File: src/rtl/cfg_bank_pkg.sv
package cfg_bank_pkg;

  localparam int unsigned OFF_W = 3;

  typedef enum logic [OFF_W-1:0] {
    OFF_ID0   = 3'd0,
    OFF_ID1   = 3'd1,
    OFF_REV   = 3'd2,
    OFF_LED   = 3'd3,
    OFF_PAGE  = 3'd4,
    OFF_MODE  = 3'd5,
    OFF_JMP   = 3'd6,
    OFF_SPARE = 3'd7
  } reg_off_e;

  typedef struct packed {
    logic       linear;
    logic       paged;
    logic       test;
    logic       rsvd;
    logic       decode;
    logic [2:0] memsel;
  } mode_t;

  // Base of the window: jumper bit 0 weighs 0x08, jumper bit 1 weighs 0x20.
  function automatic logic [11:0] io_base(input logic [1:0] jp);
    return 12'h140 | {6'b0, jp[1], 1'b0, jp[0], 3'b0};
  endfunction

  // Width jumpers: 2'b11 -> 8-bit, 2'b00 -> 16-bit, mismatch -> error.
  function automatic logic width_is_16(input logic [1:0] w);
    return (w == 2'b00);
  endfunction

  function automatic logic width_bad(input logic [1:0] w);
    return w[0] ^ w[1];
  endfunction

  // Mode byte with the reserved position forced to zero.
  function automatic mode_t mode_clean(input logic [7:0] b);
    mode_t m;
    m = mode_t'(b);
    m.rsvd = 1'b0;
    return m;
  endfunction

endpackage

File: src/rtl/cfg_addr_decode.sv
module cfg_addr_decode
  import cfg_bank_pkg::*;
#(
  parameter int unsigned ADDR_W = 12
) (
  input  logic [ADDR_W-1:0] addr,
  input  logic [1:0]        jp_base,
  input  logic              rd,
  input  logic              wr,
  output logic              rd_hit,
  output logic              wr_hit,
  output reg_off_e          off
);
  localparam int unsigned TAG_LSB = OFF_W;

  logic [ADDR_W-1:0] base_full;
  logic              in_window;

  assign base_full = ADDR_W'(io_base(jp_base));
  assign in_window = (addr[ADDR_W-1:TAG_LSB] == base_full[ADDR_W-1:TAG_LSB]);
  assign off       = reg_off_e'(addr[OFF_W-1:0]);
  assign rd_hit    = rd & in_window;
  assign wr_hit    = wr & in_window;
endmodule

File: src/rtl/cfg_regs.sv
module cfg_regs
  import cfg_bank_pkg::*;
#(
  parameter int unsigned PAGE_W = 6,
  parameter int unsigned DATA_W = 8
) (
  input  logic              clk,
  input  logic              rst_n,
  input  logic              wr_hit,
  input  reg_off_e          off,
  input  logic [DATA_W-1:0] wdata,
  output logic [PAGE_W-1:0] page_q,
  output mode_t             mode_q,
  output logic              wr_page_evt,
  output logic              wr_mode_evt
);
  assign wr_page_evt = wr_hit && (off == OFF_PAGE);
  assign wr_mode_evt = wr_hit && (off == OFF_MODE);

  always_ff @(posedge clk) begin
    if (!rst_n) begin
      page_q <= '0;
      mode_q <= '0;
    end else begin
      if (wr_page_evt) page_q <= wdata[PAGE_W-1:0];
      if (wr_mode_evt) mode_q <= mode_clean(wdata[7:0]);
    end
  end
endmodule

File: src/rtl/cfg_read_mux.sv
module cfg_read_mux
  import cfg_bank_pkg::*;
#(
  parameter int unsigned PAGE_W = 6,
  parameter logic [7:0]  ID0    = 8'h77,
  parameter logic [7:0]  ID1    = 8'hD9,
  parameter logic [7:0]  REV    = 8'h01
) (
  input  logic              rd_hit,
  input  reg_off_e          off,
  input  logic [PAGE_W-1:0] page_q,
  input  mode_t             mode_q,
  input  logic [7:0]        led_byte,
  input  logic [7:0]        jmp_byte,
  output logic [7:0]        rdata
);
  logic [7:0] sel;

  always_comb begin
    unique case (off)
      OFF_ID0:  sel = ID0;
      OFF_ID1:  sel = ID1;
      OFF_REV:  sel = REV;
      OFF_LED:  sel = led_byte;
      OFF_PAGE: sel = 8'(page_q);
      OFF_MODE: sel = mode_q;
      OFF_JMP:  sel = jmp_byte;
      default:  sel = 8'h00;
    endcase
  end

  assign rdata = rd_hit ? sel : 8'h00;
endmodule

File: src/rtl/cfg_reg_bank.sv
module cfg_reg_bank
  import cfg_bank_pkg::*;
#(
  parameter int unsigned ADDR_W = 12,
  parameter int unsigned PAGE_W = 6
) (
  input  logic              clk,
  input  logic              rst_n,
  input  logic [ADDR_W-1:0] io_addr,
  input  logic              io_rd,
  input  logic              io_wr,
  input  logic [7:0]        io_wdata,
  output logic [7:0]        io_rdata,
  output logic              io_hit,
  input  logic [1:0]        jmp_base,
  input  logic [1:0]        jmp_width,
  input  logic              jmp_aux,
  input  logic              supply_good,
  input  logic              batt_warn,
  output logic              led_green,
  output logic              led_red,
  output logic [PAGE_W-1:0] page_num,
  output logic              mode_linear,
  output logic              mode_paged,
  output logic              mode_test,
  output logic              mode_decode,
  output logic [2:0]        mode_memsel,
  output logic              bus_16bit,
  output logic              config_error
);
  // Named internal events, used by the bound checker.
  logic     rd_hit, wr_hit, wr_page_evt, wr_mode_evt;
  reg_off_e reg_off;
  mode_t    mode_q;
  logic [7:0] led_byte, jmp_byte;

  cfg_addr_decode #(.ADDR_W(ADDR_W)) u_dec (
    .addr(io_addr), .jp_base(jmp_base), .rd(io_rd), .wr(io_wr),
    .rd_hit(rd_hit), .wr_hit(wr_hit), .off(reg_off)
  );

  cfg_regs #(.PAGE_W(PAGE_W), .DATA_W(8)) u_regs (
    .clk(clk), .rst_n(rst_n), .wr_hit(wr_hit), .off(reg_off),
    .wdata(io_wdata), .page_q(page_num), .mode_q(mode_q),
    .wr_page_evt(wr_page_evt), .wr_mode_evt(wr_mode_evt)
  );

  assign led_green = supply_good;
  assign led_red   = batt_warn;
  assign led_byte  = {6'b0, led_green, led_red};
  assign jmp_byte  = {2'b00, jmp_aux, jmp_width[1], 1'b0, jmp_base[1], jmp_base[0], 1'b0};

  cfg_read_mux #(.PAGE_W(PAGE_W)) u_mux (
    .rd_hit(rd_hit), .off(reg_off), .page_q(page_num), .mode_q(mode_q),
    .led_byte(led_byte), .jmp_byte(jmp_byte), .rdata(io_rdata)
  );

  assign io_hit       = rd_hit;
  assign mode_linear  = mode_q.linear;
  assign mode_paged   = mode_q.paged;
  assign mode_test    = mode_q.test;
  assign mode_decode  = mode_q.decode;
  assign mode_memsel  = mode_q.memsel;
  assign config_error = width_bad(jmp_width);
  assign bus_16bit    = width_is_16(jmp_width);
endmodule

File: config.mk
export PLATFORM = sky130hd
export DESIGN_NAME = cfg_reg_bank
export DESIGN_NICKNAME = d
export VERILOG_FILES = /design/src/rtl/cfg_bank_pkg.sv /design/src/rtl/cfg_addr_decode.sv /design/src/rtl/cfg_regs.sv /design/src/rtl/cfg_read_mux.sv /design/src/rtl/cfg_reg_bank.sv
export SDC_FILE = /design/constraint.sdc
export NUM_CORES = 1
export LEC_CHECK = 0
export ABC_CLOCK_PERIOD_IN_PS = 900
export BUFFER_PORTS_ARGS = -buffer_cell sky130_fd_sc_hd__buf_2
export CORE_UTILIZATION = 37
export DETAILED_ROUTE_END_ITERATION = 12
export PLACE_DENSITY = 0.82
export SYNTH_ARGS = -nofsm -noshare
export SYNTH_HDL_FRONTEND = slang
export SYNTH_SLANG_ARGS = --single-unit
export TNS_END_PERCENT = 30
File: constraint.sdc
create_clock -name clk -period 0.9 [get_ports clk]
set_input_delay 0 -clock clk [delete_from_list [all_inputs] [get_ports clk]]
set_output_delay 0 -clock clk [all_outputs]
set_load 0.02 [all_outputs]
Word-level counts from Yosys, hierarchy flattened
Cells that the tools add are included.
Widths: inputs -> output; s select.
{ "word_totals": {"reg_bits": 13, "in_bits": 31, "wordCells": 22} }
{ "classes": {"eq_ne": 7, "mux": 2, "bitwise": 3, "reduce_logical": 4} }
{ "ops": {"columns": ["op", "count"], "rows": [
  ["$pmux 8 s7", 1],
  ["$eq 3x3->1 const B", 3],
  ["$eq 9x6->1", 1],
  ["$mux 8", 1],
  ["$eq 3x2->1 const B", 2],
  ["$eq 3x1->1 const B", 1],
  ["$logic_not 3->1", 1],
  ["$and 1x1->1", 2],
  ["$logic_and 1x1->1", 2],
  ["$logic_not 2->1", 1],
  ["$xor 1x1->1", 1]
]} }

Longest topological paths before layout
Gate-level depths: netlist of run 1.
{ "depth": {"depth_word": 3, "ltp_mapped": 5, "mapped_depth_nobuf": 4} }

Modules after synthesis
A second synthesis of run 1 with hierarchy kept.
{ "unflattened": {"cells_unflattened": 132, "area_unflattened_um2": 1039.7} }
{ "modules_own_cells": {"columns": ["mod", "n_inst", "cells_each", "area_each_um2", "seq_area_each_um2"], "rows": [
  ["cfg_regs", 1, 55, 541.8, 260.2],
  ["cfg_read_mux", 1, 61, 386.6, 0.0],
  ["cfg_addr_decode", 1, 10, 72.6, 0.0],
  ["cfg_reg_bank", 1, 6, 38.8, 0.0]
]} }

Worst setup path before layout of run 1
OpenSTA, ideal clock, no wires.
{ "synth_path": {"kind": "reg2out", "from": "register u_regs.mode_q[1] (netlist name)", "to": "output port io_rdata[1]", "arrival_ps": 1089, "required_time_ps": 900, "slack_ps": -189, "stages_incl_launch_ff": 5, "cell_sequence": "dfxtp_1 mux2i_1 nor2_1 a21oi_1 a221oi_2"} }
{ "synth_between": {"elab_chain_cells": 2} }
{ "synth_rtl": {"columns": ["element", "line", "rtl"], "rows": [
  ["$pmux 8 s7", "cfg_read_mux.sv:20", "unique case (off)"],
  ["$mux 8", "cfg_read_mux.sv:32", "assign rdata = rd_hit ? sel : 8'h00;"],
  ["to (decl)", "cfg_reg_bank.sv:13", "output logic [7:0] io_rdata,"]
]} }
No other way between the ends.

Worst setup path in the final report of run 1
{ "layout_path": {"from": "register u_regs.mode_q[1] (netlist name)", "to": "output port io_rdata[1]"} }
{ "layout_between": {"elab_chain_cells": 2} }
{ "layout_rtl": {"columns": ["element", "line"], "rows": [
  ["$pmux 8 s7", "cfg_read_mux.sv:20"],
  ["$mux 8", "cfg_read_mux.sv:32"]
]} }
No other way between the ends.

==> flow_summary_export.csv, run 1 <==
group,metric,value,unit
timing,post-route-period-util,138,%
routing,wl_per_cell,13.5,microns
routing,firstDrtPassIters,4,
cts,cts_tree,"built",
worst_setup_path,slowest_stage,"dfxtp_4",
synth,syn_area,850,sq um
worst_hold_path,min_path_type,"primary input to flop",
worst_setup_path,crit_family,"flip-flops",
power,power,1.17,mW
timing,max_freq,805,MHz
timing,setup_viol,9,
power,leakage,0.724,nW
synth,syn_area_per_cell,8.50,sq um
timing,max_slew_margin,76.4,%
synth,synth_top_area_cell,"dfxtp_1",
cts,cts_buffer_depth,2,
routing,post-route-drc-count,0,
final_layout,layout.nets,201,
cts,path_clk_slew,0.07,ns
grt,grt_max_degree,22,
cts,numCtsBuffers,3,
synth,synth_xor_area_share,2.06,%
cts,clock_latency,0.27,ns
worst_setup_path,worstPathMaxFanout,2,
timing,holdWs,0.000431,ns
timing,rsz0062_at_grt,"true",
placement,dp_slack,-0.237,ns
outcome,status,"finished with violations",
final_layout,post-route-util,66.1,%
synth,synth_top_area_share,30.6,%
routing,viasPerCell,5.06,
floorplan,die_y,49.9,microns
synth,synth-compound-area-share,14.6,%
placement,portBuffers,56,
timing,tightest_slew,0.354,ns
final_layout,mostFrequentLayoutCells,"buf_2, nand2_1, buf_4",
grt,grt_usage,22.8,%
placement,placed_cell_area,0.00121,sq mm
final_layout,layout_commonest_cell,"buf_2",
synth,synthMuxAreaShare,17.7,%
placement,gp_congestion,0.791,
worst_setup_path,worst_setup_path_start_kind,"flop",
timing,final.setup.worst_slack,-0.342,ns
synth,syn-num-nets,132,
floorplan,die_w,49.9,microns
final_layout,antennaDiodeCount,0,
timing,maxSlewViolCount,0,
power,p_per_area,857,mW/mm^2
synth,synth.area.top_cells,"dfxtp_1, mux2i_1, nand2_1",
worst_setup_path,endpoint_kind,"output port",
routing,drt_first_iter_violations,6,
final_layout,stdcell_area,0.00136,sq mm
final_layout,drive_above_1_share,56.5,%
worst_setup_path,crit_required,0.90,ns
synth,yosysUniqueCellTypes,26,
worst_setup_path,path_buf_inv,1,
grt,grt_overflow,0,
floorplan,pin_count,57,
timing,finClkSkew,0,ns
synth,ys_seq_area_share,30.6,%
final_layout,area_growth,60.4,%
floorplan,core,0.00206,sq mm
cts,cts-root-buf,"clkbuf_4",
cts,cts.sinks,13,
floorplan,dieArea,0.00249,sq mm
synth,yosys_register_bits,13,
floorplan,rows,16,
outcome,violations,"setup timing",
synth,synthCells,100,
routing,wl,2640,microns
routing,ant_nets,0,
timing,hold_viol,0,
synth,yosys.area_share.simple,27.0,%
synth,ys_warn_count,0,
worst_setup_path,worstPathCellList,"mux2i_1, nor2_1, a21oi_1, a221oi_2, buf_4",
synth,synth_fa_ha_area_share,1.47,%
synth,synth_top_family_by_area,"simple AND/OR/NAND/NOR gates",
placement,dpl.hpwl,2040,microns
final_layout,n_fill_cell,165,
grt,antenna_found_initial,0,
timing,period_needed,1.24,ns
routing,vias,986,
grt,grt_pass1_vias,1015,
floorplan,start_util,41.2,%
cts,htreeDepth,1,
worst_setup_path,worstPathArrival,1.24,ns
power,peakVddDrop,0.617,mV
grt,grt_pass1_wl,4340,microns
worst_setup_path,worstSetupPathType,"flop to output port",
run,cap_violations,0,
worst_setup_path,slowest_delay,0.34,ns
==> worst min-delay path: cells and delay by family <==
kind	cells	cell delay (ns)
buffers and inverters	1	0.10
muxes	1	0.06
and+or+nand+nor	1	0.07
==> synthesized netlist by cell type, drive strengths merged <==
library cell	count
and4	1
nor3	1
inv	5
a21oi	4
xnor2	2
o21ai	5
a221oi	2
a31oi	1
and2b	2
and4bb	1
nand2b	1
a211oi	2
clkbuf	2
nor2	5
ha	1
dfxtp	13
nand2	25
and2	1
nand3	4
mux2i	15
a22o	2
buf	5
==> cell type report <==
type / instances / area [sq um] / area share, %
well taps: 27 / 33.8 / 2.48
repair buffers: 71 / 450 / 33.1
multi-input cells: 75 / 556 / 40.8
inverters: 5 / 18.8 / 1.38
clock buffers: 4 / 26.3 / 1.93
flip-flops and latches: 13 / 278 / 20.4
==> cell families after synthesis <==
family,Yosys count
AOI/OAI and AO/OA,16
xor gates and xnor gates,2
adders and majority gates,1
buffers and inverters,12
DFF,13
muxes,15
and+or+nand+nor,41
==> metal layers <==
metal	track usage, %	share of wire [%]	up-vias
met5	0	0	-
met4	11.4	2.7	0
met3	4.32	6.1	8
met2	43.7	51	48
met1	22.8	40	455
li1	-	-	475
==> path summary, 6_finish.rpt <==
path / from / endpoint / slack [ns] / depth (start not counted)
setup / recovery: u_regs.mode_q[1]$_SDFFE_PN0P_ / io_rdata[1] / -0.34 / 5
hold reg to reg: u_regs.mode_q[3]$_SDFFE_PN0P_ / u_regs.mode_q[3]$_SDFFE_PN0P_ / 0.48 / 2
setup reg to reg: u_regs.mode_q[1]$_SDFFE_PN0P_ / u_regs.mode_q[1]$_SDFFE_PN0P_ / 0.18 / 3
hold / removal: io_wdata[3] / u_regs.page_q[3]$_SDFFE_PN0P_ / 0.0004 / 3
==> sequential cells by signal, summed over array words and instances, names as in the netlist <==
signal and flops:
u_regs.mode_q 7, u_regs.page_q 6
==> report_power, final <==
part	internal (mW)	leakage (nW)	switching (mW)	total, mW
Sequential	0.568	0.110	0.0000509	0.568
Clock	0.171	0.0150	0.172	0.344
Combinational	0.124	0.599	0.132	0.256
==> metrics by stage <==
step | instances | setup TNS, ns
after floorplan | 100 | -0.457
after global placement | 185 | -2.55
after detailed placement | 185 | -3.99
after CTS | 195 | -1.72
after global routing | 195 | -2.19
final | 195 | -1.71
==> timing repair <==
action	4_1_cts	5_1_grt
pin swaps	5	3
hold buffers	5	0
endpoints found under the setup margin	9	12
gates resized for setup	16	10
setup buffers	1	0
endpoints found under the hold margin	6	0
(Power assumes the default switching activity.)
==> run 2, diff against run 1 <==
--- a/config.mk
+++ b/config.mk
@@ -8,8 +8,10 @@
 export ABC_CLOCK_PERIOD_IN_PS = 900
 export BUFFER_PORTS_ARGS = -buffer_cell sky130_fd_sc_hd__buf_2
 export CORE_UTILIZATION = 37
+export CTS_CLUSTER_DIAMETER = 60
 export DETAILED_ROUTE_END_ITERATION = 12
 export PLACE_DENSITY = 0.82
+export SKIP_LAST_GASP = 1
 export SYNTH_ARGS = -nofsm -noshare
 export SYNTH_HDL_FRONTEND = slang
 export SYNTH_SLANG_ARGS = --single-unit
==> run 2 against run 1 <==
Critical path depth unchanged; cell area down 3.9%; combinational power down 4%; largest power group unchanged; fmax down 0.29%; non-clock buffer count unchanged; wire length down 4.0%; the run ends with hold timing, setup timing left; via count down 1.6%; sequential share of layout area up 0.53 points; die area unchanged; highest routed layer unchanged.
==> flow_summary_export.csv, run 2 (synthesis results as in run 1) <==
group,metric,value,unit
worst_setup_path,rr_worst_depth,3,
timing,period_needed,1.25,ns
timing,rsz0062_at_grt,"true",
power,leakage,0.730,nW
placement,dpl.hpwl,2040,microns
worst_hold_path,hold_start,"io_wdata[5]",
routing,wl,2530,microns
cts,htreeDepth,1,
worst_setup_path,endpoint_kind,"output port",
worst_setup_path,r2r_start,"u_regs.mode_q[1]$_SDFFE_PN0P_",
routing,wl_per_cell,13.0,microns
timing,max_slew_margin,77.0,%
floorplan,pin_count,57,
worst_setup_path,worstPathMaxFanout,2,
power,peakVddDrop,0.628,mV
grt,grt_pass1_wl,4230,microns
cts,cts_tree,"built",
timing,max_freq,803,MHz
routing,ant_nets,0,
worst_hold_path,min_path_type,"primary input to flop",
worst_setup_path,slowest_delay,0.34,ns
timing,fin_setup_tns,-1.92,ns
worst_setup_path,worstSetupPathType,"flop to output port",
cts,cts-root-buf,"clkbuf_4",
final_layout,post-route-util,63.5,%
power,p_per_area,883,mW/mm^2
grt,grt_max_degree,22,
cts,numCtsBuffers,3,
placement,placed_cell_area,0.00121,sq mm
timing,post-route-period-util,138,%
worst_setup_path,reg2reg_setup_slack,0.19,ns
power,power,1.16,mW
outcome,status,"finished with violations",
cts,cts.sinks,13,
floorplan,die_y,49.9,microns
final_layout,largest-register,"u_regs.mode_q",
floorplan,core,0.00206,sq mm
worst_setup_path,worstPathArrival,1.25,ns
final_layout,area_growth,54.2,%
run,cap_violations,0,
timing,tightest_slew,0.345,ns
grt,antenna_found_initial,0,
grt,grt_overflow,0,
cts,cts_buffer_depth,2,
floorplan,die_w,49.9,microns
floorplan,dieArea,0.00249,sq mm
outcome,violations,"hold timing, setup timing",
placement,portBuffers,56,
timing,final.setup.worst_slack,-0.345,ns
timing,holdWs,-0.00395,ns
final_layout,layout.nets,201,
routing,firstDrtPassIters,4,
worst_hold_path,holdPathStages,3,
floorplan,rows,16,
routing,vias,970,
grt,grt_pass1_vias,981,
final_layout,drive_above_1_share,54.2,%
final_layout,reg.largest.list,"u_regs.mode_q (7), u_regs.page_q (6)",
final_layout,stdcell_area,0.00131,sq mm
worst_setup_path,worstPathCellList,"mux2i_1, nor2_1, a21oi_1, a221oi_2, buf_4",
final_layout,layout_commonest_cell,"buf_2",
floorplan,start_util,41.2,%
worst_setup_path,crit_required,0.90,ns
final_layout,mostFrequentLayoutCells,"buf_2, nand2_1, buf_4",
timing,hold_viol,2,
routing,post-route-drc-count,0,
routing,drt_first_iter_violations,15,
final_layout,largest_reg_flops,7,
timing,finClkSkew,0,ns
worst_setup_path,slowest_stage,"dfxtp_4",
routing,viasPerCell,4.97,
worst_setup_path,worst_setup_path_start_kind,"flop",
placement,gp_congestion,0.791,
cts,clock_latency,0.26,ns
worst_setup_path,timing.rr.end,"u_regs.mode_q[1]$_SDFFE_PN0P_",
worst_hold_path,holdPathEnd,"u_regs.mode_q[5]$_SDFFE_PN0P_",
cts,path_clk_slew,0.07,ns
timing,setup_viol,9,
final_layout,antennaDiodeCount,0,
grt,grt_usage,22.2,%
timing,maxSlewViolCount,0,
run 2: report_power, final:
group | switching [mW] | total (mW) | internal, mW
clock network | 0.171 | 0.342 | 0.171
logic | 0.128 | 0.246 | 0.118
registers | 0.0000488 | 0.568 | 0.568
run 2: how the worst max path moves through the flow:
stage / start / slack [ns] / endpoint / cells after the start
floorplan: u_regs.mode_q[5]$_SDFFE_PN0P_ / -0.09 / io_rdata[5] / 3
global placement: io_addr[4] / -0.17 / io_rdata[6] / 6
finish: u_regs.mode_q[1]$_SDFFE_PN0P_ / -0.35 / io_rdata[1] / 5
global route: u_regs.mode_q[1]$_SDFFE_PN0P_ / -0.39 / io_rdata[1] / 5
detailed placement: io_addr[4] / -0.24 / io_rdata[6] / 6
CTS: u_regs.mode_q[1]$_SDFFE_PN0P_ / -0.33 / io_rdata[1] / 5
run 2: timing repair:
item                                    CTS  global route
buffers inserted                          1             1
endpoints found under the hold margin     5             0
pin swaps                                 3             1
gates resized for setup                   3             7
hold buffers                              4             0
endpoints found under the setup margin    9            12
run 2: final cells by class:
type	instances	area [sq um]
well taps	27	33.8
clock buffers	4	26.3
repair buffers	71	413
inverters	5	18.8
multi-input cells	75	544
fillers	170	752
flip-flops and latches	13	274
run 2: layer usage:
layer	part of all wire [%]	global-route usage [%]	wire (microns)
met1	40	22.3	1020
met2	52	42.6	1330
met3	5.3	4.32	134
met4	1.9	11.0	48
met5	0	0	0
run 2: per-stage QoR:
step           instances  setup slack (ns)
5_1_grt              195            -0.386
2_1_floorplan        100           -0.0905
3_5_place_dp         185            -0.237
4_1_cts              194            -0.331
3_3_place_gp         185            -0.174
6_report             195            -0.345
run 2: critical path, delay by kind of cell (launching register included):
family	cells	cell delay (ns)
flops	1	0.34
mux	1	0.07
simple gates	1	0.10
buf+inv	1	0.18
compound gates	2	0.29
